**config.mk**
```make
export PLATFORM = sky130hd
export DESIGN_NAME = cpu_seq_ctrl
export DESIGN_NICKNAME = d
export VERILOG_FILES = /design/src/rtl/seq_pkg.sv /design/src/rtl/seq_state.sv /design/src/rtl/seq_cond.sv /design/src/rtl/seq_exec_dec.sv /design/src/rtl/seq_out_sel.sv /design/src/rtl/cpu_seq_ctrl.sv
export SDC_FILE = /design/constraint.sdc
export NUM_CORES = 1
export LEC_CHECK = 0
export BUFFER_PORTS_ARGS = -buffer_cell sky130_fd_sc_hd__clkbuf_2
export CORE_AREA = 2 2 39 41
export CTS_CLUSTER_SIZE = 24
export DETAILED_ROUTE_END_ITERATION = 10
export DIE_AREA = 0 0 41 43
export GPL_ROUTABILITY_DRIVEN = 0
export PLACE_DENSITY = 0.54
export SYNTH_ARGS = -nofsm -noshare
export SYNTH_HDL_FRONTEND = slang
export SYNTH_SLANG_ARGS = --single-unit
```
**constraint.sdc**
```tcl
create_clock -name clk -period 1.6 [get_ports clk]
set_input_delay 0 -clock clk [delete_from_list [all_inputs] [get_ports clk]]
set_output_delay 0 -clock clk [all_outputs]
set_load 0.05 [all_outputs]
```
**src/rtl/seq_pkg.sv**
```systemverilog
package seq_pkg;
  localparam int OP_W   = 4;
  localparam int ASEL_W = 2;
  localparam int FN_W   = 3;

  typedef enum logic [1:0] {
    ST_INIT  = 2'd0,
    ST_FETCH = 2'd1,
    ST_EXEC  = 2'd2,
    ST_STOP  = 2'd3
  } seq_state_t;

  localparam logic [OP_W-1:0] OP_LDA = 4'h0;
  localparam logic [OP_W-1:0] OP_STO = 4'h1;
  localparam logic [OP_W-1:0] OP_ADD = 4'h2;
  localparam logic [OP_W-1:0] OP_SUB = 4'h3;
  localparam logic [OP_W-1:0] OP_JMP = 4'h4;
  localparam logic [OP_W-1:0] OP_JGE = 4'h5;
  localparam logic [OP_W-1:0] OP_JNE = 4'h6;
  localparam logic [OP_W-1:0] OP_HLT = 4'h7;
  localparam logic [OP_W-1:0] OP_AND = 4'h8;
  localparam logic [OP_W-1:0] OP_IOR = 4'h9;
  localparam logic [OP_W-1:0] OP_XOR = 4'hA;
  localparam logic [OP_W-1:0] OP_LDR = 4'hB;
  localparam logic [OP_W-1:0] OP_LDI = 4'hC;
  localparam logic [OP_W-1:0] OP_STI = 4'hD;

  localparam logic [ASEL_W-1:0] AS_PC   = 2'b00;
  localparam logic [ASEL_W-1:0] AS_REG  = 2'b01;
  localparam logic [ASEL_W-1:0] AS_NONE = 2'b10;
  localparam logic [ASEL_W-1:0] AS_IRA  = 2'b11;

  localparam logic [FN_W-1:0] FN_BINC  = 3'd0;
  localparam logic [FN_W-1:0] FN_PASSB = 3'd1;
  localparam logic [FN_W-1:0] FN_ADD   = 3'd2;
  localparam logic [FN_W-1:0] FN_SUB   = 3'd3;
  localparam logic [FN_W-1:0] FN_AND   = 3'd4;
  localparam logic [FN_W-1:0] FN_OR    = 3'd5;
  localparam logic [FN_W-1:0] FN_XOR   = 3'd6;

  typedef struct packed {
    logic [ASEL_W-1:0] asel;
    logic              bsel;
    logic              asrc;
    logic              acc_ld;
    logic              pc_ld;
    logic              r_ld;
    logic              ir_ld;
    logic              acc_oe;
    logic [FN_W-1:0]   fn;
    logic              mreq;
    logic              rnw;
    logic              clr;
  } ctl_t;

  // Baseline word: a memory read at the PC with B+1 and nothing loaded.
  function automatic ctl_t ctl_idle();
    ctl_t w;
    w.asel   = AS_PC;
    w.bsel   = 1'b0;
    w.asrc   = 1'b0;
    w.acc_ld = 1'b0;
    w.pc_ld  = 1'b0;
    w.r_ld   = 1'b0;
    w.ir_ld  = 1'b0;
    w.acc_oe = 1'b0;
    w.fn     = FN_BINC;
    w.mreq   = 1'b1;
    w.rnw    = 1'b1;
    w.clr    = 1'b0;
    return w;
  endfunction
endpackage

```
**src/rtl/seq_state.sv**
```systemverilog
module seq_state
  import seq_pkg::*;
(
  input  logic            clk,
  input  logic            rst,
  input  logic [OP_W-1:0] op,
  output seq_state_t      state
);
  seq_state_t nxt;

  always_comb begin
    nxt = state;
    case (state)
      ST_INIT:  nxt = ST_FETCH;
      ST_FETCH: nxt = ST_EXEC;
      ST_EXEC:  nxt = (op == OP_HLT) ? ST_STOP : ST_FETCH;
      ST_STOP:  nxt = ST_STOP;
      default:  nxt = ST_INIT;
    endcase
  end

  always_ff @(posedge clk or posedge rst) begin
    if (rst) state <= ST_INIT;
    else     state <= nxt;
  end
endmodule

```
**src/rtl/seq_cond.sv**
```systemverilog
module seq_cond
  import seq_pkg::*;
(
  input  logic [OP_W-1:0] op,
  input  logic            neg,
  input  logic            zero,
  output logic            take
);
  always_comb begin
    case (op)
      OP_JMP:  take = 1'b1;
      OP_JGE:  take = ~neg;
      OP_JNE:  take = ~zero;
      default: take = 1'b0;
    endcase
  end
endmodule

```
**src/rtl/seq_exec_dec.sv**
```systemverilog
module seq_exec_dec
  import seq_pkg::*;
(
  input  logic [OP_W-1:0] op,
  input  logic            take,
  output ctl_t            w
);
  always_comb begin
    w = ctl_idle();
    case (op)
      OP_LDA, OP_ADD, OP_SUB, OP_AND, OP_IOR, OP_XOR: begin
        w.asel   = AS_IRA;
        w.bsel   = 1'b1;
        w.acc_ld = 1'b1;
        case (op)
          OP_ADD:  w.fn = FN_ADD;
          OP_SUB:  w.fn = FN_SUB;
          OP_AND:  w.fn = FN_AND;
          OP_IOR:  w.fn = FN_OR;
          OP_XOR:  w.fn = FN_XOR;
          default: w.fn = FN_PASSB;
        endcase
      end
      OP_STO: begin
        w.asel   = AS_IRA;
        w.acc_oe = 1'b1;
        w.rnw    = 1'b0;
      end
      OP_JMP, OP_JGE, OP_JNE: begin
        w.asel  = AS_IRA;
        w.fn    = FN_PASSB;
        w.pc_ld = take;
      end
      OP_LDR: begin
        w.asel = AS_IRA;
        w.fn   = FN_PASSB;
        w.r_ld = 1'b1;
      end
      OP_LDI: begin
        w.asel   = AS_REG;
        w.asrc   = 1'b1;
        w.acc_ld = 1'b1;
        w.r_ld   = 1'b1;
      end
      OP_STI: begin
        w.asel   = AS_REG;
        w.acc_oe = 1'b1;
        w.rnw    = 1'b0;
        w.r_ld   = 1'b1;
      end
      OP_HLT: begin
        w.mreq = 1'b0;
      end
      default: begin
        w = ctl_idle();
      end
    endcase
  end
endmodule

```
**src/rtl/seq_out_sel.sv**
```systemverilog
module seq_out_sel
  import seq_pkg::*;
(
  input  seq_state_t state,
  input  ctl_t       exec_w,
  output ctl_t       w
);
  always_comb begin
    w = ctl_idle();
    case (state)
      ST_INIT: begin
        w.clr  = 1'b1;
        w.mreq = 1'b0;
      end
      ST_FETCH: begin
        w.ir_ld = 1'b1;
        w.pc_ld = 1'b1;
      end
      ST_EXEC: w = exec_w;
      ST_STOP: w.mreq = 1'b0;
      default: w.mreq = 1'b0;
    endcase
  end
endmodule

```
**src/rtl/cpu_seq_ctrl.sv**
```systemverilog
module cpu_seq_ctrl
  import seq_pkg::*;
(
  input  logic              clk,
  input  logic              rst,
  input  logic [OP_W-1:0]   opcode,
  input  logic              acc_neg,
  input  logic              acc_zero,
  output logic [ASEL_W-1:0] addr_sel,
  output logic              alub_sel,
  output logic              acc_src_sel,
  output logic              acc_ld,
  output logic              pc_ld,
  output logic              r_ld,
  output logic              ir_ld,
  output logic              acc_oe,
  output logic [FN_W-1:0]   alu_fn,
  output logic              mem_req,
  output logic              rd_nwr,
  output logic              clr
);
  seq_state_t state;
  logic       take;
  ctl_t       exec_w;
  ctl_t       out_w;

  seq_state u_state (
    .clk   (clk),
    .rst   (rst),
    .op    (opcode),
    .state (state)
  );

  seq_cond u_cond (
    .op   (opcode),
    .neg  (acc_neg),
    .zero (acc_zero),
    .take (take)
  );

  seq_exec_dec u_dec (
    .op   (opcode),
    .take (take),
    .w    (exec_w)
  );

  seq_out_sel u_sel (
    .state  (state),
    .exec_w (exec_w),
    .w      (out_w)
  );

  assign addr_sel    = out_w.asel;
  assign alub_sel    = out_w.bsel;
  assign acc_src_sel = out_w.asrc;
  assign acc_ld      = out_w.acc_ld;
  assign pc_ld       = out_w.pc_ld;
  assign r_ld        = out_w.r_ld;
  assign ir_ld       = out_w.ir_ld;
  assign acc_oe      = out_w.acc_oe;
  assign alu_fn      = out_w.fn;
  assign mem_req     = out_w.mreq;
  assign rd_nwr      = out_w.rnw;
  assign clr         = out_w.clr;
endmodule

```
# ---- Word level (Yosys, flattened, before mapping)
# Cells that the tools add are included.
dict set report classes {
  reduce_logical 11
  muxes 22
  bitwise_logic 2
  eq_ne 16
}
# operator n
set op_table {}
lappend op_table {{$eq 4x4->1 const B} 6}
lappend op_table {{$eq 4x3->1 const B} 4}
lappend op_table {{$pmux 3 s5} 1}
lappend op_table {{$mux 1} 12}
lappend op_table {{$reduce_or 11->1} 1}
lappend op_table {{$eq 4x2->1 const B} 2}
lappend op_table {{$pmux 2 s4} 1}
lappend op_table {{$reduce_or 7->1} 1}
lappend op_table {{$pmux 3 s2} 1}
lappend op_table {{$reduce_or 2->1} 3}
lappend op_table {{$reduce_or 3->1} 2}
lappend op_table {{$reduce_or 6->1} 1}
lappend op_table {{$mux 5} 1}
lappend op_table {{$eq 2x2->1 const B} 2}
lappend op_table {{$eq 4x1->1 const B} 1}
lappend op_table {{$logic_not 4->1} 1}
lappend op_table {{$mux 4} 1}
lappend op_table {{$pmux 1 s2} 2}
lappend op_table {{$pmux 2 s2} 1}
lappend op_table {{$reduce_or 4->1} 1}
lappend op_table {{$pmux 1 s3} 1}
lappend op_table {{$eq 2x1->1 const B} 1}
lappend op_table {{$logic_not 2->1} 1}
lappend op_table {{$mux 2} 1}
lappend op_table {{$not 1->1} 2}
dict set report word_totals {
  output_inout_bits 15
  wordCells 52
  reg_bits 2
}

# ---- Depth between registers and ports, before layout
# Gate-level depths: netlist (run 1).
dict set report logic_depth {
  depth_word 4
  mapped_depth 5
  ltp_nobuf 5
}

# ---- Modules after synthesis
# A second synthesis (run 1) with hierarchy kept.
dict set report unflattened {
  cells_unflattened 66
  area_unflattened_um2 500.5
}
# mod cells_each n_inst area_per_inst_um2 seq_area_each_um2
set modules_own_cells {}
lappend modules_own_cells {seq_exec_dec 32 1 214.0 0.0}
lappend modules_own_cells {seq_out_sel 24 1 187.7 0.0}
lappend modules_own_cells {seq_state 6 1 76.3 50.0}
lappend modules_own_cells {seq_cond 4 1 22.5 0.0}

# ---- Worst setup path after synthesis (run 1)
# No wires, ideal clock.
dict set report synth_timing {
  path_kind {register -> output}
  startpoint {reg u_state.state[0]}
  endpoint {out acc_ld}
  t_arrival_ps 2346
  path_buffers 0
  stages_incl_launch_ff 6
  required_time_ps 1600
  path_slack_ps -746
  cell_sequence {dfrtp_1 inv_1 ha_1 nand2_1 nor4b_2 or2_1}
}
dict set report synth_between {
  elab_chain_len 2
}
# item line_no
set synth_rtl {}
lappend synth_rtl {{start, declared} seq_state.sv:7} ;# output seq_state_t state
lappend synth_rtl {{start signal, assigned} seq_state.sv:24} ;# else state <= nxt;
lappend synth_rtl {{$eq 2x2->1} seq_out_sel.sv:10} ;# case (state)
lappend synth_rtl {{$mux 5} seq_out_sel.sv:10}
lappend synth_rtl {{end, declared} cpu_seq_ctrl.sv:12} ;# output logic acc_ld,
# Every way passes these cells.

# ---- Worst setup path in the final report (run 1)
dict set report layout_timing {
  startpoint {reg u_state.state[0]}
  endpoint {out pc_ld}
}
dict set report layout_between {
  elab_chain_len 2
}
# item line_no
set layout_rtl {}
lappend layout_rtl {{$eq 2x2->1 / $eq 2x1->1 (equally long branches)} seq_out_sel.sv:10}
lappend layout_rtl {{$pmux 1 s2 (*)} seq_out_sel.sv:10}
lappend layout_rtl {{end, declared} cpu_seq_ctrl.sv:13} ;# output logic pc_ld,
# Mark *: on every way between the ends. The rest lies on a longest branch, timed or not.

==> results of run 1 <==
-- synth_stat cells, drive strengths merged --
master and number:
a31oi 1, nor4b 1, and2 1, a21boi 2, a32o 1, buf 4
ha 5, o41ai 1, inv 7, nand3 1, nand2b 1, a221oi 1
nand2 3, xnor2 3, dfrtp 2, o21ai 1, nor2 3, or2 1
nor2b 1, and3 3, a21oi 2, o211ai 1, mux2i 1, or3 1
o21a 2
-- worst reg2reg max path, stage by stage, from the launching register on --
cell                      delay, ps
sky130_fd_sc_hd__dfrtp_1        370
sky130_fd_sc_hd__inv_2           80
sky130_fd_sc_hd__ha_4           160
sky130_fd_sc_hd__nand2_4         60
sky130_fd_sc_hd__or3_4          340
sky130_fd_sc_hd__buf_4          140
sky130_fd_sc_hd__a31oi_1        170
-- final cells by class --
cell class / count / area share [%]
Multi-Input combinational cell: 37 / 52.8
Timing Repair Buffer: 28 / 29.1
Sequential cell: 2 / 7.74
Inverter: 7 / 3.96
Clock buffer: 3 / 3.40
Tap cell: 16 / 3.02
-- how the worst max path moves through the flow --
| stage | cells past startpoint | startpoint | endpoint | slack (ps) |
|---|---|---|---|---|
| 2_1_floorplan | 5 | u_state.state[0] | acc_ld | -310 |
| 3_3_place_gp | 6 | u_state.state[0] | acc_ld | 120 |
| 3_5_place_dp | 6 | u_state.state[0] | acc_ld | 100 |
| 4_1_cts | 6 | u_state.state[0] | mem_req | -30 |
| 5_1_grt | 6 | u_state.state[0] | pc_ld | -6 |
| 6_report | 6 | u_state.state[0] | pc_ld | 50 |
-- cells by family (layout without fill, tap and decap cells) --
kind of cell,Yosys count,in the layout,synth area share (%)
compound gates,12,12,22.0
xor+xnor,3,3,6.71
fa+ha+maj,5,5,16.0
buf+inv,11,38,14.1
flops,2,2,12.8
mux,1,1,2.56
simple gates,16,16,25.9
-- metal layers --
metal	track usage, %	up-vias	routed length [um]
li1	-	223	-
met1	14.8	200	410
met3	3.14	0	52
met2	19.4	18	522
met5	0	-	0
met4	8.00	0	0
-- report_power, final --
group | leakage [nW] | switching [mW] | internal, mW | total, mW
Sequential | 0.0208 | 0.0280 | 0.0781 | 0.106
Combinational | 0.309 | 0.624 | 0.392 | 1.02
Clock | 0.0138 | 0.0278 | 0.0827 | 0.111
-- per-stage QoR --
step	hold WS, ps	utilization [%]	instances	total power [mW]
finish	167	47.9	93	1.23
global route	182	47.9	93	1.32
global placement	-169	38.5	86	0.896
CTS	146	44.2	92	1.12
floorplan	-259	-	50	0.732
detailed placement	-166	38.5	86	0.893
-- what timing repair did --
| item | in CTS | in global routing |
|---|---|---|
| hold endpoints to repair | 2 | 0 |
| gates resized for setup | 9 | 15 |
| buffers inserted | 2 | 1 |
| setup endpoints to repair | 4 | 8 |
| pin swaps | 1 | 3 |
| hold buffers | 1 | 0 |
==> run summary, run 1 <==
The number of detailed-routing iterations run before antenna repair is 4. The hold violation total from the final report is 0. The endpoint arrival time on the critical path came out at 1550 ps.

The die area came out at 1760 um^2. The number of antenna violations at the first check in global routing is 0. The family with the most delay on the worst path is compound AO/OA/AOI/OAI gates. The run finished with clean final reports. The CTS tree is built. The count of routing violations after the opening detailed-route iteration came out at 10.

Leaving out fill and tap cells, the most frequent cell in the layout is sky130_fd_sc_hd__clkbuf_2. The max-cap violation count came out at 0. Among all stages on the critical path, the largest delay is contributed by sky130_fd_sc_hd__dfrtp_1.

The critical path goes through inv_2 > buf_4 > ha_4 > a21boi_0 > a32o_2 > buf_8. The synthesis-to-finish area growth is 69.3%. The post-synthesis average cell area came out at 7.83 um^2. IR analysis of the VDD net gives a maximum drop of 1.29 mV. In this run the clock root is driven by a sky130_fd_sc_hd__clkbuf_4. The global-route usage over all layers is between 10% and 20%. At the worst endpoint, the required time is 1600 ps.

In this run the power density over the cells is 1860 nW/um^2. The initial core utilization came out at about 28%. For this run, design rule violations remaining after detail routing come to 0.

The largest registers in the layout are u_state.state (2). The maximum frequency from static timing analysis is 643 MHz. The depth of the worst register-to-register path came out at 6. The maximum number of pins on one net before global-route repair is 13. During placement, the flow inserted port buffers numbering 22. The leakage dissipation came out at 0.344 nW. Summing all flip-flop and latch instances after layout gives 51.3 um^2. The floorplan step set the die width to 41 um.

The number of antenna diodes came out at 0. The detail route stage leaves a number of antenna-violating nets equal to 0. The synthesized design contains 2 register bits. Yosys printed 0 warnings. More flip-flops sit in one register than any other, and that register is u_state.state. The buffer and inverter count on the worst path is 3. The synthesized netlist occupies a cell area of 392 um^2. The H-tree level count is 1. The post-route cell area came out at 663 um^2. The worst setup path is captured at an output pin. The post-CTS clock slew at the launch and capture registers of the worst setup and hold paths is 30 ps. The number of nets in the layout came out at 92. The flip-flop count of the largest register, all copies and words added came out at 2.

The largest fanout on the critical path is 3. The area of the core region is 1380 um^2. After synthesis, the cell types taking the most area are sky130_fd_sc_hd__ha_1 16%, sky130_fd_sc_hd__dfrtp_1 13%, sky130_fd_sc_hd__inv_1 6.7%, sky130_fd_sc_hd__xnor2_1 6.7%, sky130_fd_sc_hd__nor4b_2 3.8%. The vias after detailed routing is 441. The filler cell count in the final layout is 141. The number of nets in the synthesized netlist is between 60 and 70.

Dividing the detail-routed via count by the number of cells gives 4.74. The number of library cell types mapped by synthesis came out at 30. The worst path in the final design needs a cycle of 1550 ps, including I/O delays and setup.

sky130_fd_sc_hd__ha_1 takes more of the synthesized area than any other cell. The final worst clock skew came out at 1.11 ps. The wire length of the first global-routing pass came out at 1500 um. The wire length after detailed routing came out at just under 1000 um. The clock passes through at most 2 buffers.

The number of global-route vias before repair is 387. The reg-to-reg setup timing slack is 190 ps. After layout, the worst path uses 97.1% of the clock period. The worst max-slew margin expressed relative to the limit is 76.2%. The height of the die is 43 um. The worst setup path is launched from a register. The area taken by multi-input logic gates came out at 350 um^2.

The startpoint of the lowest-slack register-to-register path is u_state.state[0]. The actual transition at the worst max-transition pin came out at between 300 and 400 ps. The sequential area share after synthesis came out at 12.8%. The clock insertion delay at the later pin of the skew report is 220 ps.

In the post-route analysis, the smallest setup slack over all paths is between 40 and 50 ps. By startpoint and endpoint, the worst setup path is classified as register to output pin. For the final routed database, the setup TNS stands at 0 ps. Setup violations remaining at the end of the flow were counted as 0.

The total half-perimeter wirelength after legalization and detailed placement is 668 um. The portion of synthesized cell area occupied by the leading cell type came out at 16.0%. The average wire per cell in the routed design came out at 10.6 um. The total overflow reported by the global router came out at 0. For this run, the slowest stage of the critical path takes 340 ps. The worst hold path belongs to the class input pin to asynchronous set/reset pin.

The worst slack at placement is 102 ps. The number of top-level pins is 23. The capturing point of the worst reg2reg path is u_state.state[1]. The clock sink count is 2. The top cell types in the final layout, fill and taps aside, are 16 x sky130_fd_sc_hd__clkbuf_2, 5 x sky130_fd_sc_hd__inv_1, 5 x sky130_fd_sc_hd__clkbuf_4, 5 x sky130_fd_sc_hd__buf_4. The number of buffers inserted during clock tree synthesis is 3. The synthesized instance count came out at 50. The initialized floorplan defines 14 standard-cell rows. The share of cells above drive strength 1 is approximately three fifths. The cell area reported after detailed placement came out at 533 um^2.

The max-slew violation count came out at 0.
Power figures use the tool's default switching activity.
==> run 2, diff against run 1 <==
--- a/config.mk
+++ b/config.mk
@@ -12,6 +12,7 @@
 export DIE_AREA = 0 0 41 43
 export GPL_ROUTABILITY_DRIVEN = 0
 export PLACE_DENSITY = 0.54
+export RECOVER_POWER = 50
 export SYNTH_ARGS = -nofsm -noshare
 export SYNTH_HDL_FRONTEND = slang
 export SYNTH_SLANG_ARGS = --single-unit
==> run 2 against run 1 <==
Against the previous run:
- via count unchanged
- global-route usage unchanged
- largest cell class unchanged
- die area is the same
- worst hold slack is essentially flat
- highest routed layer unchanged
==> run summary, run 2 (synthesized netlist as in run 1, its figures left out) <==
The height of the die came out at 43 um (unchanged). The largest fanout on the critical path is 3 (unchanged). The average wire per cell in the routed design came out at 10.6 um (+0.10%). The hold violation total from the final report came to 0 (unchanged). The CTS tree is built. The critical path in this run is classified as register to output pin. The data required time at the worst endpoint is 1600 ps (about the same). The endpoint arrival time on the critical path is 1550 ps (about the same). In the layout the commonest cells are 14 x sky130_fd_sc_hd__clkbuf_2, 5 x sky130_fd_sc_hd__inv_1, 5 x sky130_fd_sc_hd__clkbuf_4, 5 x sky130_fd_sc_hd__buf_4. u_state.state holds more flip-flops than any other register.

The wire length of the first global-routing pass came out at 1500 um (unchanged). The post-CTS clock slew at the launch and capture registers of the worst setup and hold paths came to 30 ps (about the same). The worst max-slew margin expressed relative to the limit is 60.7% (-16 points).

The final worst clock skew came to 1.11 ps (-0.000360 ps). The final-report setup violation count came out at 0 (unchanged). The vias after detailed routing was 441 (unchanged).

The placement row count came out at 14 (unchanged). The max-slew violation count came to 0 (unchanged). The worst setup path is captured at an output pin. The total overflow reported by the global router is 0 (unchanged). The delay of the slowest critical-path stage is 340 ps (about the same). The worst slack at placement is 102 ps (unchanged). Clock tree synthesis selected as its root buffer the cell sky130_fd_sc_hd__clkbuf_4. The cell total after placement is 86 (unchanged). The minimum period implied by the final worst setup slack came out at 1550 ps (+0.182 ps).

The H-tree level count came to 1 (unchanged). The leakage dissipation is 0.337 nW (-1.9%). Signal routing reaches up to met3. The wire length after detailed routing is 986 um (+0.10%).

The count of routing violations after the opening detailed-route iteration came out at 10 (unchanged). The residual antenna-violating net count after detailed routing came out at 0 (unchanged). The largest registers in the layout are u_state.state (2).

The port buffer count came to 22 (unchanged). The global-route usage over all layers is 12.7% (unchanged). The initial core utilization is 28.3% (unchanged). The area of the core region was 1380 um^2 (unchanged).

The max-cap violation count came out at 0 (unchanged). The final setup TNS was 0 ps (unchanged). The worst hold-check path type is input pin to asynchronous set/reset pin. The wire length on met1 is 412 um (+0.49%). Traced cell by cell, the critical path runs through inv_2 > buf_4 > ha_4 > a21boi_0 > a32o_2 > buf_8. The total half-perimeter wirelength after legalization and detailed placement came out at 668 um (unchanged).

The number of antenna violations at the first check in global routing came to 0 (unchanged). The final worst hold slack came to 167 ps (-0.0490 ps). The actual transition at the worst max-transition pin came out at 592 ps (+240 ps). The startpoint identified for the worst register-to-register timing path is u_state.state[0]. The clock sink count is 2 (unchanged).

The filler cell count in the final layout came out at 142 (+0.71%). The largest vdd supply drop is 1.28 mV (-0.50%). The number of detailed-routing iterations run before antenna repair came out at 4 (unchanged).

The final setup slack of the worst path is 45.7 ps (-0.182 ps). The wire length on met2 is 522 um (unchanged). The slowest cell on the critical path is sky130_fd_sc_hd__dfrtp_1. The power density over cell area came out at 1860 nW/um^2 (about the same). Leaving out fill and tap cells, the most frequent cell in the layout is sky130_fd_sc_hd__clkbuf_2. The final cell count without fillers was 93 (unchanged). The launching element of the worst setup path is u_state.state[0]. The met3 wire length was 51 um (-1.9%). The mean number of vias per cell was 4.74 (unchanged).

The part of the cycle the worst path needs was 97.1% (about the same). The horizontal die dimension was 41 um (unchanged). The number of top-level pins came out at 23 (unchanged). The run finished with clean final reports. The number of global-route vias before repair was 387 (unchanged).

The share of cells above drive strength 1 is 55.8% (-2.6 points). The area taken by flip-flops and latches is 51.3 um^2 (unchanged). The final standard cell utilization of the core is 47.7% (-0.18 points). The maximum number of pins on one net before global-route repair came out at 13 (unchanged). The number of remaining DRC errors is 0 (unchanged). The number of buffers inserted during clock tree synthesis is 3 (unchanged). The synthesis-to-finish area growth is 68.7%. The area taken by multi-input logic gates came out at 350 um^2 (unchanged). The number of nets in the layout is 92 (unchanged). The maximum frequency from static timing analysis came out at 643 MHz (about the same).

The flip-flop count of the largest register, all copies and words added came out at 2 (unchanged). The number of antenna diodes came to 0 (unchanged). The die area is 1760 um^2 (unchanged).

The clock insertion delay at the later pin of the skew report is 220 ps (about the same). STA classifies the critical path startpoint as a register. The maximum root-to-sink buffer count came out at 2 (unchanged).
-- run 2: routing by layer --
metal | track usage, % | up-vias
met3 | 3.14 | 0
met2 | 19.4 | 18
met1 | 14.8 | 200
met5 | 0 | -
met4 | 8.00 | 0
li1 | - | 223
-- run 2: report_power, final --
part	switching (mW)	total (mW)	leakage, nW	internal (mW)
sequential	0.0280	0.106	0.0208	0.0781
combinational	0.625	1.01	0.303	0.387
clock	0.0278	0.111	0.0138	0.0827
-- run 2: worst max-delay path, delay by kind of cell, from the launching register on --
family / cells / cell delay [ps]
buf+inv: 3 / 350
compound gates: 2 / 410
flops: 1 / 340
fa+ha+maj: 1 / 240
-- run 2: final timing paths --
check                              endpoint  slack, ps  cells after the start
max in group asynchronous  u_state.state[1]       1310                      3
max                                   pc_ld         50                      6
max reg2reg                u_state.state[1]        190                      6
min reg2reg                u_state.state[1]        660                      2
min                        u_state.state[1]        170                      3
min in group clk           u_state.state[1]        400                      5
-- run 2: repair_timing --
action	4_1_cts	5_1_grt
hold buffers	1	0
pin swaps	1	3
setup buffers	2	1
endpoints found under the hold margin	2	0
endpoints found under the setup margin	4	8
gates resized for setup	9	15
-- run 2: per-stage QoR --
| step | power, mW | area, um^2 |
|---|---|---|
| 3_5_place_dp | 0.893 | 533 |
| 4_1_cts | 1.12 | 612 |
| 6_report | 1.23 | 661 |
| 5_1_grt | 1.31 | 661 |
| 3_3_place_gp | 0.896 | 533 |
| 2_1_floorplan | 0.732 | 417 |
-- run 2: final cells by class --
type                       count  share of cell area (%)
sequential                     2                    7.77
inverter                       7                    3.98
timing repair buffer          28                    28.8
multi-input combinational     37                    53.0
tap                           16                    3.03
clock buffer                   3                    3.41
